## src/rtl/vpx_pkg.sv

```systemverilog
package vpx_pkg;

   typedef enum logic [1:0] {
      FLT_NONE    = 2'd0,
      FLT_INVALID = 2'd1,
      FLT_PROTECT = 2'd2,
      FLT_RANGE   = 2'd3
   } vpx_fault_e;

   typedef enum logic [1:0] {
      ST_IDLE   = 2'd0,
      ST_FETCH  = 2'd1,
      ST_UPDATE = 2'd2,
      ST_REPLY  = 2'd3
   } vpx_state_e;

   // flag positions inside a table entry (low nibble)
   localparam int unsigned FLAG_V = 0;
   localparam int unsigned FLAG_W = 1;
   localparam int unsigned FLAG_R = 2;
   localparam int unsigned FLAG_D = 3;
   localparam int unsigned FLAG_CNT = 4;

endpackage

```

## src/rtl/vpx_addr_gen.sv

```systemverilog
module vpx_addr_gen #(
   parameter int unsigned PG_W  = 11,
   parameter int unsigned PA_W  = 32,
   parameter int unsigned LEN_W = PG_W + 1
) (
   input  logic [PG_W-1:0]  page,
   input  logic [PA_W-1:0]  base,
   input  logic [LEN_W-1:0] len,
   output logic             in_range,
   output logic [PA_W-1:0]  entry_addr
);
   localparam int unsigned PAD_W = LEN_W - PG_W;

   logic [LEN_W-1:0] page_ext;

   always_comb begin
      page_ext   = {{PAD_W{1'b0}}, page};
      in_range   = page_ext < len;
      entry_addr = base + (PA_W'(page) << 2);
   end
endmodule

```

## src/rtl/vpx_bypass.sv

```systemverilog
module vpx_bypass #(
   parameter int unsigned VA_W = 24,
   parameter int unsigned PA_W = 32
) (
   input  logic [VA_W-1:0] vaddr,
   output logic [PA_W-1:0] paddr
);
   generate
      if (PA_W > VA_W) begin : g_widen
         assign paddr = {{(PA_W-VA_W){1'b0}}, vaddr};
      end else if (PA_W == VA_W) begin : g_same
         assign paddr = vaddr;
      end else begin : g_narrow
         logic [VA_W-PA_W-1:0] dropped;
         assign dropped = vaddr[VA_W-1:PA_W];
         assign paddr   = vaddr[PA_W-1:0] | {PA_W{1'b0 & (|dropped)}};
      end
   endgenerate
endmodule

```

## src/rtl/vpx_entry_eval.sv

```systemverilog
module vpx_entry_eval
   import vpx_pkg::*;
#(
   parameter int unsigned ENT_W = 32,
   parameter int unsigned FRM_W = 19
) (
   input  logic [ENT_W-1:0] entry,
   input  logic             is_write,
   output logic [1:0]       fault,
   output logic [ENT_W-1:0] upd_entry,
   output logic             need_wb,
   output logic [FRM_W-1:0] frame
);
   always_comb begin
      frame             = entry[ENT_W-1 -: FRM_W];
      upd_entry         = entry;
      upd_entry[FLAG_R] = 1'b1;
      if (is_write) upd_entry[FLAG_D] = 1'b1;
      need_wb = (upd_entry != entry);
      if (!entry[FLAG_V])
         fault = FLT_INVALID;
      else if (is_write && !entry[FLAG_W])
         fault = FLT_PROTECT;
      else
         fault = FLT_NONE;
   end
endmodule

```

## src/rtl/vpage_xlate.sv

```systemverilog
module vpage_xlate
   import vpx_pkg::*;
#(
   parameter int unsigned VA_W  = 24,
   parameter int unsigned PA_W  = 32,
   parameter int unsigned OFS_W = 13,
   parameter int unsigned ENT_W = 32,
   parameter int unsigned LEN_W = VA_W - OFS_W + 1
) (
   input  logic              clk,
   input  logic              rst_n,
   input  logic              paging_en,
   input  logic [PA_W-1:0]   pt_base,
   input  logic [LEN_W-1:0]  pt_len,
   input  logic              req_valid,
   output logic              req_ready,
   input  logic [VA_W-1:0]   req_vaddr,
   input  logic              req_write,
   output logic              rsp_valid,
   output logic [PA_W-1:0]   rsp_paddr,
   output logic [1:0]        rsp_fault,
   output logic              mem_req,
   output logic              mem_we,
   output logic [PA_W-1:0]   mem_addr,
   output logic [ENT_W-1:0]  mem_wdata,
   input  logic [ENT_W-1:0]  mem_rdata,
   input  logic              mem_ack
);
   localparam int unsigned PG_W  = VA_W - OFS_W;
   localparam int unsigned FRM_W = PA_W - OFS_W;

   // elaboration checks on the parameter set
   generate
      if (OFS_W < 2 || OFS_W >= VA_W) begin : g_bad_ofs
         $error("vpage_xlate: offset width must be at least 2 and below VA_W");
      end
      if (ENT_W < FRM_W + FLAG_CNT) begin : g_bad_ent
         $error("vpage_xlate: entry too narrow for frame plus flags");
      end
      if (LEN_W < PG_W + 1) begin : g_bad_len
         $error("vpage_xlate: length register cannot cover every page");
      end
      if (PA_W <= OFS_W) begin : g_bad_pa
         $error("vpage_xlate: physical address has no frame bits");
      end
   endgenerate

   vpx_state_e        state_q;
   logic [VA_W-1:0]   vaddr_q;
   logic              write_q;
   logic [PA_W-1:0]   paddr_q;
   logic [1:0]        fault_q;
   logic [PA_W-1:0]   eaddr_q;
   logic [ENT_W-1:0]  wdata_q;

   logic              in_range;
   logic [PA_W-1:0]   entry_addr;
   logic [PA_W-1:0]   bypass_addr;
   logic [1:0]        ent_fault;
   logic [ENT_W-1:0]  upd_entry;
   logic              need_wb;
   logic [FRM_W-1:0]  frame;

   vpx_addr_gen #(
      .PG_W  (PG_W),
      .PA_W  (PA_W),
      .LEN_W (LEN_W)
   ) u_addr (
      .page       (req_vaddr[VA_W-1:OFS_W]),
      .base       (pt_base),
      .len        (pt_len),
      .in_range   (in_range),
      .entry_addr (entry_addr)
   );

   vpx_bypass #(
      .VA_W (VA_W),
      .PA_W (PA_W)
   ) u_bypass (
      .vaddr (req_vaddr),
      .paddr (bypass_addr)
   );

   vpx_entry_eval #(
      .ENT_W (ENT_W),
      .FRM_W (FRM_W)
   ) u_eval (
      .entry     (mem_rdata),
      .is_write  (write_q),
      .fault     (ent_fault),
      .upd_entry (upd_entry),
      .need_wb   (need_wb),
      .frame     (frame)
   );

   always_ff @(posedge clk or negedge rst_n) begin
      if (!rst_n) begin
         state_q <= ST_IDLE;
         vaddr_q <= '0;
         write_q <= 1'b0;
         paddr_q <= '0;
         fault_q <= FLT_NONE;
         eaddr_q <= '0;
         wdata_q <= '0;
      end else begin
         unique case (state_q)
            ST_IDLE: begin
               if (req_valid) begin
                  vaddr_q <= req_vaddr;
                  write_q <= req_write;
                  if (!paging_en) begin
                     paddr_q <= bypass_addr;
                     fault_q <= FLT_NONE;
                     state_q <= ST_REPLY;
                  end else if (!in_range) begin
                     paddr_q <= '0;
                     fault_q <= FLT_RANGE;
                     state_q <= ST_REPLY;
                  end else begin
                     eaddr_q <= entry_addr;
                     state_q <= ST_FETCH;
                  end
               end
            end
            ST_FETCH: begin
               if (mem_ack) begin
                  if (ent_fault != FLT_NONE) begin
                     paddr_q <= '0;
                     fault_q <= ent_fault;
                     state_q <= ST_REPLY;
                  end else begin
                     paddr_q <= {frame, vaddr_q[OFS_W-1:0]};
                     fault_q <= FLT_NONE;
                     if (need_wb) begin
                        wdata_q <= upd_entry;
                        state_q <= ST_UPDATE;
                     end else begin
                        state_q <= ST_REPLY;
                     end
                  end
               end
            end
            ST_UPDATE: begin
               if (mem_ack) state_q <= ST_REPLY;
            end
            default: begin
               state_q <= ST_IDLE;
            end
         endcase
      end
   end

   always_comb begin
      req_ready = (state_q == ST_IDLE);
      rsp_valid = (state_q == ST_REPLY);
      rsp_paddr = paddr_q;
      rsp_fault = fault_q;
      mem_req   = (state_q == ST_FETCH) || (state_q == ST_UPDATE);
      mem_we    = (state_q == ST_UPDATE);
      mem_addr  = eaddr_q;
      mem_wdata = wdata_q;
   end
endmodule

```

## config.mk

```make
export PLATFORM = sky130hd
export DESIGN_NAME = vpage_xlate
export DESIGN_NICKNAME = d
export VERILOG_FILES = /design/src/rtl/vpx_pkg.sv /design/src/rtl/vpx_addr_gen.sv /design/src/rtl/vpx_bypass.sv /design/src/rtl/vpx_entry_eval.sv /design/src/rtl/vpage_xlate.sv
export SDC_FILE = /design/constraint.sdc
export NUM_CORES = 1
export LEC_CHECK = 0
export ABC_CLOCK_PERIOD_IN_PS = 4300
export BUFFER_PORTS_ARGS = -buffer_cell sky130_fd_sc_hd__buf_2
export CORE_UTILIZATION = 54
export DETAILED_ROUTE_END_ITERATION = 7
export GPL_TIMING_DRIVEN = 0
export PLACE_DENSITY = 0.86
export SETUP_SLACK_MARGIN = 0.5
export SYNTH_ARGS = -nofsm -noshare
export SYNTH_HDL_FRONTEND = slang
export SYNTH_SLANG_ARGS = --single-unit
export TNS_END_PERCENT = 5
```

## constraint.sdc

```tcl
create_clock -name clk -period 4.3 [get_ports clk]
set_clock_uncertainty 0.1 [all_clocks]
set_input_delay 0.645 -clock clk [delete_from_list [all_inputs] [get_ports clk]]
set_output_delay 0.645 -clock clk [all_outputs]
set_load 0.02 [all_outputs]
```

==> results of run 1 <==
==> critical path, delay by kind of cell <==
family                   cells  cell delay, ns
AO/OA/AOI/OAI                5            1.21
buffers and inverters        3            0.47
adder cells (fa/ha/maj)      1            0.30
multiplexers                 1            0.38
==> synthesized netlist by cell type (all sizes together), types with 5 or more instances <==
master,number
mux2i,8
dfrtp,114
nand2,51
xnor2,20
a22o,24
xor2,5
nand3,6
buf,7
a211oi,7
nor2,13
clkbuf,18
a21oi,13
mux2,71
ha,25
o21ai,37
inv,33
nor3,5
==> power breakdown <==
group / switching, W / leakage, nW / total [W] / internal, W
combinational: 0.00137 / 2.17 / 0.00229 / 0.000930
sequential: 0.000251 / 1.42 / 0.00182 / 0.00157
clock: 0.000500 / 0.238 / 0.00122 / 0.000717
total: 0.00212 / 3.82 / 0.00533 / 0.00321
==> logic make-up after synthesis <==
| logic type | Yosys count | synth area share, % |
|---|---|---|
| DFF | 114 | 49.0 |
| AOI/OAI and AO/OA | 109 | 13.4 |
| and+or+nand+nor | 108 | 9.15 |
| muxes | 79 | 15.1 |
| buffers and inverters | 58 | 3.93 |
| adders and majority gates | 26 | 5.71 |
| xor gates and xnor gates | 25 | 3.76 |
==> worst max-delay path by stage <==
| stage | startpoint | endpoint | slack [ns] |
|---|---|---|---|
| after floorplan | pt_len[2] | rsp_paddr[10] | 1.63 |
| after global placement | pt_len[2] | rsp_paddr[4] | 1.14 |
| after detailed placement | pt_len[2] | rsp_paddr[5] | 1.05 |
| after CTS | pt_len[2] | rsp_paddr[5] | 1.59 |
| after global routing | pt_len[2] | rsp_paddr[5] | 1.46 |
| final | pt_len[2] | rsp_paddr[5] | 1.58 |
==> cell type report <==
type / count / area (µm²) / area share, %
Buffer: 25 / 105 / 1.39
Clock buffer: 19 / 432 / 5.70
Clock inverter: 13 / 90.1 / 1.19
Inverter: 33 / 124 / 1.64
Multi-Input combinational cell: 347 / 2740 / 36.2
Sequential cell: 114 / 2850 / 37.7
Tap cell: 136 / 170 / 2.25
Timing Repair Buffer: 208 / 1060 / 14.0
==> through the flow <==
| stage | cell area (µm²) | total power [W] |
|---|---|---|
| after floorplan | 5820 | 0.00331 |
| after global placement | 7030 | 0.00399 |
| after detailed placement | 7050 | 0.00412 |
| after CTS | 7570 | 0.00536 |
| after global routing | 7570 | 0.00564 |
| final | 7570 | 0.00533 |
==> registers in the layout (all words and copies together), names as in the netlist <==
register / cells
rsp_paddr: 32
rsp_fault: 2
mem_addr: 32
state_q: 2
write_q: 1
mem_wdata: 32
vaddr_q: 13
==> per-layer routing <==
layer	vias to the layer above	track usage [%]
met4	0	15.5
met5	-	0
met1	2460	33.7
met2	219	49.1
met3	59	8.41
li1	2314	-
==> results.sh, run 1 <==
export IMPL_antenna_found_initial=0
export IMPL_yosysTopAreaCell="dfrtp_1"
export IMPL_ys_seq_area_share_pct=49.0
export IMPL_die_x_um=106
export IMPL_min_period_ns=2.72
export IMPL_yosysWarnings=0
export IMPL_clk_latency_ns=0.51
export IMPL_fmax_mhz=368
export IMPL_synth_area_leaders="dfrtp_1, mux2_2, ha_1"
export IMPL_slew_violations=0
export IMPL_ios=208
export IMPL_synth_edff_count=0
export IMPL_worstSetupPathType="in2reg"
export IMPL_vias_per_cell=5.64
export IMPL_finalCritPeriodShare_pct=63.3
export IMPL_status="finished, final reports clean"
export IMPL_start_util_pct=56.2
export IMPL_dp_cells=863
export IMPL_crit_slowest_cell="a211oi_1"
export IMPL_fin_ws_ns=1.58
export IMPL_synth_top_area_share_pct=49.0
export IMPL_grt_pass1_wl_mm=25.0
export IMPL_crit_path_start_kind="input pin"
export IMPL_yosys_most_used_dff="dfrtp_1"
export IMPL_cts_clk_slew_worst_paths_ns=0.06
export IMPL_io_buffers=207
export IMPL_peakVddDrop_v=0.000372
export IMPL_setup_violations_final=0
export IMPL_grt_pass1_vias=5109
export IMPL_required_ns=4.59
export IMPL_tns_ns=0
export IMPL_synth_cell_types=55
export IMPL_wire_per_inst_um=17.4
export IMPL_cts_tree="yes"
export IMPL_whs_ns=0.178
export IMPL_vias=5052
export IMPL_met1_length_mm=6.04
export IMPL_syn_inst=519
export IMPL_die_area_um2=11200
export IMPL_clock_sinks=114
export IMPL_cts_hold_fix_buffers=0
export IMPL_cts_buffers=17
export IMPL_drive_gt1_share_pct=43.3
export IMPL_met2WireLength_mm=7.88
export IMPL_rr_endpoint="mem_wdata[7]"
export IMPL_cts_path_max_buffers=2
export IMPL_highest_layer="met4"
export IMPL_critPathMaxFanout=10
export IMPL_coreArea_um2=10400
export IMPL_timing_rr_start="state_q[1]"
export IMPL_mostFrequentLayoutCells="buf_2, dfrtp_1, mux2_2"
export IMPL_grt_use_total_pct=29.2
export IMPL_syn_to_final_growth_pct=30.1
export IMPL_drcViolationCount=0
export IMPL_wl_met3_mm=1.01
export IMPL_slowest_delay_ns=0.49
export IMPL_reg2regPathDepth=9
export IMPL_post_route_util_pct=73.0
export IMPL_grt_ovfl_total=0
export IMPL_cp_end_kind="flop"
export IMPL_rows=37
export IMPL_syn_area_um2=5820
export IMPL_final_common_cell="buf_2"
export IMPL_power_density_nw_per_um2=703
export IMPL_worst_pin_slew_ns=0.983
export IMPL_cts_htree_levels=4
export IMPL_diodes=0
export IMPL_synth_fp_nets=651
export IMPL_p_leak_nw=3.82
export IMPL_drv_cap=0
export IMPL_postSynthAreaPerCell_um2=11.2
export IMPL_fillers=732
export IMPL_routed_wl_mm=15.6
export IMPL_cts_resized_gates=0
export IMPL_die_y_um=106
export IMPL_postCtsSetupBuffers=0
export IMPL_arrival_ns=3.01
export IMPL_ys_seq_elements=114
export IMPL_crit_chain="buf_2 -> inv_1 -> ha_1 -> a211oi_1 -> o21ai_0 -> a211oi_1 -> o211ai_1 -> o211ai_2 -> buf_2 -> mux2_2"
export IMPL_post_place_ws_ns=1.05
export IMPL_min_path_type="in2async"
export IMPL_hold_viol=0
export IMPL_async_flop_share_pct=100
export IMPL_dp_hpwl_mm=11.7
export IMPL_r2r_setup_slack_ns=1.62
export IMPL_slew_headroom_pct=34.5
export IMPL_first_pass_iters=5
export IMPL_fin_cells=895
export IMPL_grt_max_degree=75
export IMPL_antenna_left=0
export IMPL_first_iter_violations=206
export IMPL_rsz0062_at_grt="no"
export IMPL_gp_congestion=0.840
export IMPL_finalNetCount=878
export IMPL_ctsRootBufferMaster="clkbuf_8"
No activity file was read; power rests on OpenSTA's default activity.
==> inputs of run 2 (changes only) <==
--- a/config.mk
+++ b/config.mk
@@ -5,12 +5,12 @@
 export SDC_FILE = /design/constraint.sdc
 export NUM_CORES = 1
 export LEC_CHECK = 0
-export ABC_CLOCK_PERIOD_IN_PS = 4300
+export ABC_CLOCK_PERIOD_IN_PS = 2400
 export BUFFER_PORTS_ARGS = -buffer_cell sky130_fd_sc_hd__buf_2
-export CORE_UTILIZATION = 54
+export CORE_UTILIZATION = 45
 export DETAILED_ROUTE_END_ITERATION = 7
 export GPL_TIMING_DRIVEN = 0
-export PLACE_DENSITY = 0.86
+export PLACE_DENSITY = 0.76
 export SETUP_SLACK_MARGIN = 0.5
 export SYNTH_ARGS = -nofsm -noshare
 export SYNTH_HDL_FRONTEND = slang
==> constraint.sdc (replaced) <==
create_clock -name clk -period 2.4 [get_ports clk]
set_clock_uncertainty 0.1 [all_clocks]
set_input_delay 0.36 -clock clk [delete_from_list [all_inputs] [get_ports clk]]
set_output_delay 0.36 -clock clk [all_outputs]
set_load 0.02 [all_outputs]
==> run 2 against run 1 <==
Via count is 0.22% higher. Non-clock buffer count is 23 higher. First-iteration DRC count is 74% higher. Clock power is 130% higher. Sequential cell count stayed put. Sequential share of layout area is 4.8 points lower. Die area is 20% higher. Power is 100% higher. Sequential power is 79% higher. Register-to-register slack worse by 1.3 ns. Combinational power is 100% higher. Critical path type unchanged. Highest routed layer is now met5.
==> results.sh, run 2 (synthesis gave the netlist of run 1 again) <==
export IMPL_clock_sinks=114
export IMPL_min_period_ns=2.09
export IMPL_cts_clk_slew_worst_paths_ns=0.05
export IMPL_slew_headroom_pct=57.0
export IMPL_io_buffers=207
export IMPL_finalCritPeriodShare_pct=87.0
export IMPL_drive_gt1_share_pct=53.3
export IMPL_die_x_um=116
export IMPL_p_leak_nw=4.26
export IMPL_slew_violations=0
export IMPL_final_common_cell="buf_2"
export IMPL_start_util_pct=46.2
export IMPL_vias=5063
export IMPL_hold_viol=0
export IMPL_dp_cells=899
export IMPL_wire_per_inst_um=17.3
export IMPL_first_pass_iters=4
export IMPL_first_iter_violations=358
export IMPL_setup_violations_final=0
export IMPL_grt_max_degree=68
export IMPL_gp_congestion=0.817
export IMPL_mostFrequentLayoutCells="buf_2, dfrtp_1, mux2_2"
export IMPL_drv_cap=0
export IMPL_cts_path_max_buffers=2
export IMPL_peakVddDrop_v=0.000589
export IMPL_fmax_mhz=479
export IMPL_rows=41
export IMPL_power_density_nw_per_um2=1240
export IMPL_cp_num_buf_inv=3
export IMPL_drcViolationCount=0
export IMPL_slowest_delay_ns=0.34
export IMPL_antenna_left=0
export IMPL_min_path_type="in2reg"
export IMPL_fillers=916
export IMPL_grt_ovfl_total=0
export IMPL_crit_top_cell="a211oi_2"
export IMPL_post_route_util_pct=68.7
export IMPL_crit_slowest_cell="mux2_2"
export IMPL_routed_wl_mm=16.6
export IMPL_clk_latency_ns=0.41
export IMPL_vias_per_cell=5.30
export IMPL_antenna_found_initial=2
export IMPL_arrival_ns=2.28
export IMPL_syn_to_final_growth_pct=48.8
export IMPL_ctsRootBufferMaster="clkbuf_16"
export IMPL_grt_pass1_vias=4793
export IMPL_fin_cells=955
export IMPL_grt_pass1_wl_mm=24.3
export IMPL_status="finished, final reports clean"
export IMPL_dp_hpwl_mm=11.6
export IMPL_required_ns=2.59
export IMPL_crit_path_start_kind="input pin"
export IMPL_cts_buffers=17
export IMPL_die_area_um2=13400
export IMPL_final_area_um2=8670
export IMPL_worst_pin_slew_ns=0.644
export IMPL_finalNetCount=902
export IMPL_ios=208
export IMPL_critPathMaxFanout=10
export IMPL_grt_use_total_pct=24.0
export IMPL_cp_end_kind="flop"
export IMPL_cts_htree_levels=4
export IMPL_whs_ns=0.0822
export IMPL_worstSetupPathType="in2reg"
export IMPL_crit_family="compound AO/OA/AOI/OAI gates"
export IMPL_die_y_um=116
export IMPL_rsz0062_at_grt="yes"
export IMPL_crit_chain="buf_2 -> ha_4 -> a211oi_2 -> o21ai_2 -> a211oi_2 -> buf_4 -> o211ai_1 -> o211ai_4 -> buf_8 -> mux2_2"
export IMPL_cts_tree="yes"
export IMPL_coreArea_um2=12600
export IMPL_diodes=0
export IMPL_placed_area_um2=7310
[run 2: path summary, 6_finish.rpt]
path	from	endpoint	slack, ns	cells after the start
max	req_vaddr[15]	rsp_paddr[19]	0.31	10
min	mem_rdata[12]	mem_wdata[12]	0.08	2
max reg2reg	state_q[1]	mem_wdata[11]	0.33	9
min reg2reg	mem_wdata[2]	mem_wdata[2]	0.36	1
max in group asynchronous	rst_n	rsp_paddr[21]	1.01	3
min in group asynchronous	rst_n	rsp_paddr[6]	0.43	2
[run 2: cell type report]
| class | count | area, µm² | share of cell area (%) |
|---|---|---|---|
| Timing Repair Buffer | 231 | 1390 | 16.0 |
| Clock inverter | 9 | 175 | 2.02 |
| Sequential cell | 114 | 2850 | 32.9 |
| Tap cell | 172 | 215 | 2.48 |
| Inverter | 33 | 126 | 1.46 |
| Multi-Input combinational cell | 348 | 3190 | 36.8 |
| Buffer | 25 | 230 | 2.66 |
| Clock buffer | 23 | 488 | 5.63 |
[run 2: stage by stage]
step                power [W]  setup TNS [ns]  setup WS (ns)
floorplan             0.00612               0          0.189
global placement      0.00737          -55.42         -0.424
detailed placement    0.00754          -11.29         -0.358
CTS                    0.0106               0          0.334
global route           0.0113               0          0.271
finish                 0.0107               0          0.311
[run 2: where the power goes]
part | switching (W) | total (W) | internal [W]
Combinational | 0.00258 | 0.00464 | 0.00205
Clock | 0.000867 | 0.00282 | 0.00195
Sequential | 0.000452 | 0.00326 | 0.00281
[run 2: what timing repair did]
item,in CTS,in global routing
hold endpoints to repair,47,0
setup endpoints to repair,107,108
setup buffers,11,7
cloned,2,3
hold buffers,1,0
gates resized for setup,70,46
pin swaps,10,19
[run 2: routing by layer]
| layer | vias to the layer above | routed length (µm) | GRT usage (%) |
|---|---|---|---|
| met2 | 213 | 8020 | 39.6 |
| met5 | - | 25 | 0 |
| met4 | 4 | 286 | 8.38 |
| met1 | 2456 | 7060 | 30.1 |
| li1 | 2357 | - | - |
| met3 | 33 | 1160 | 7.11 |
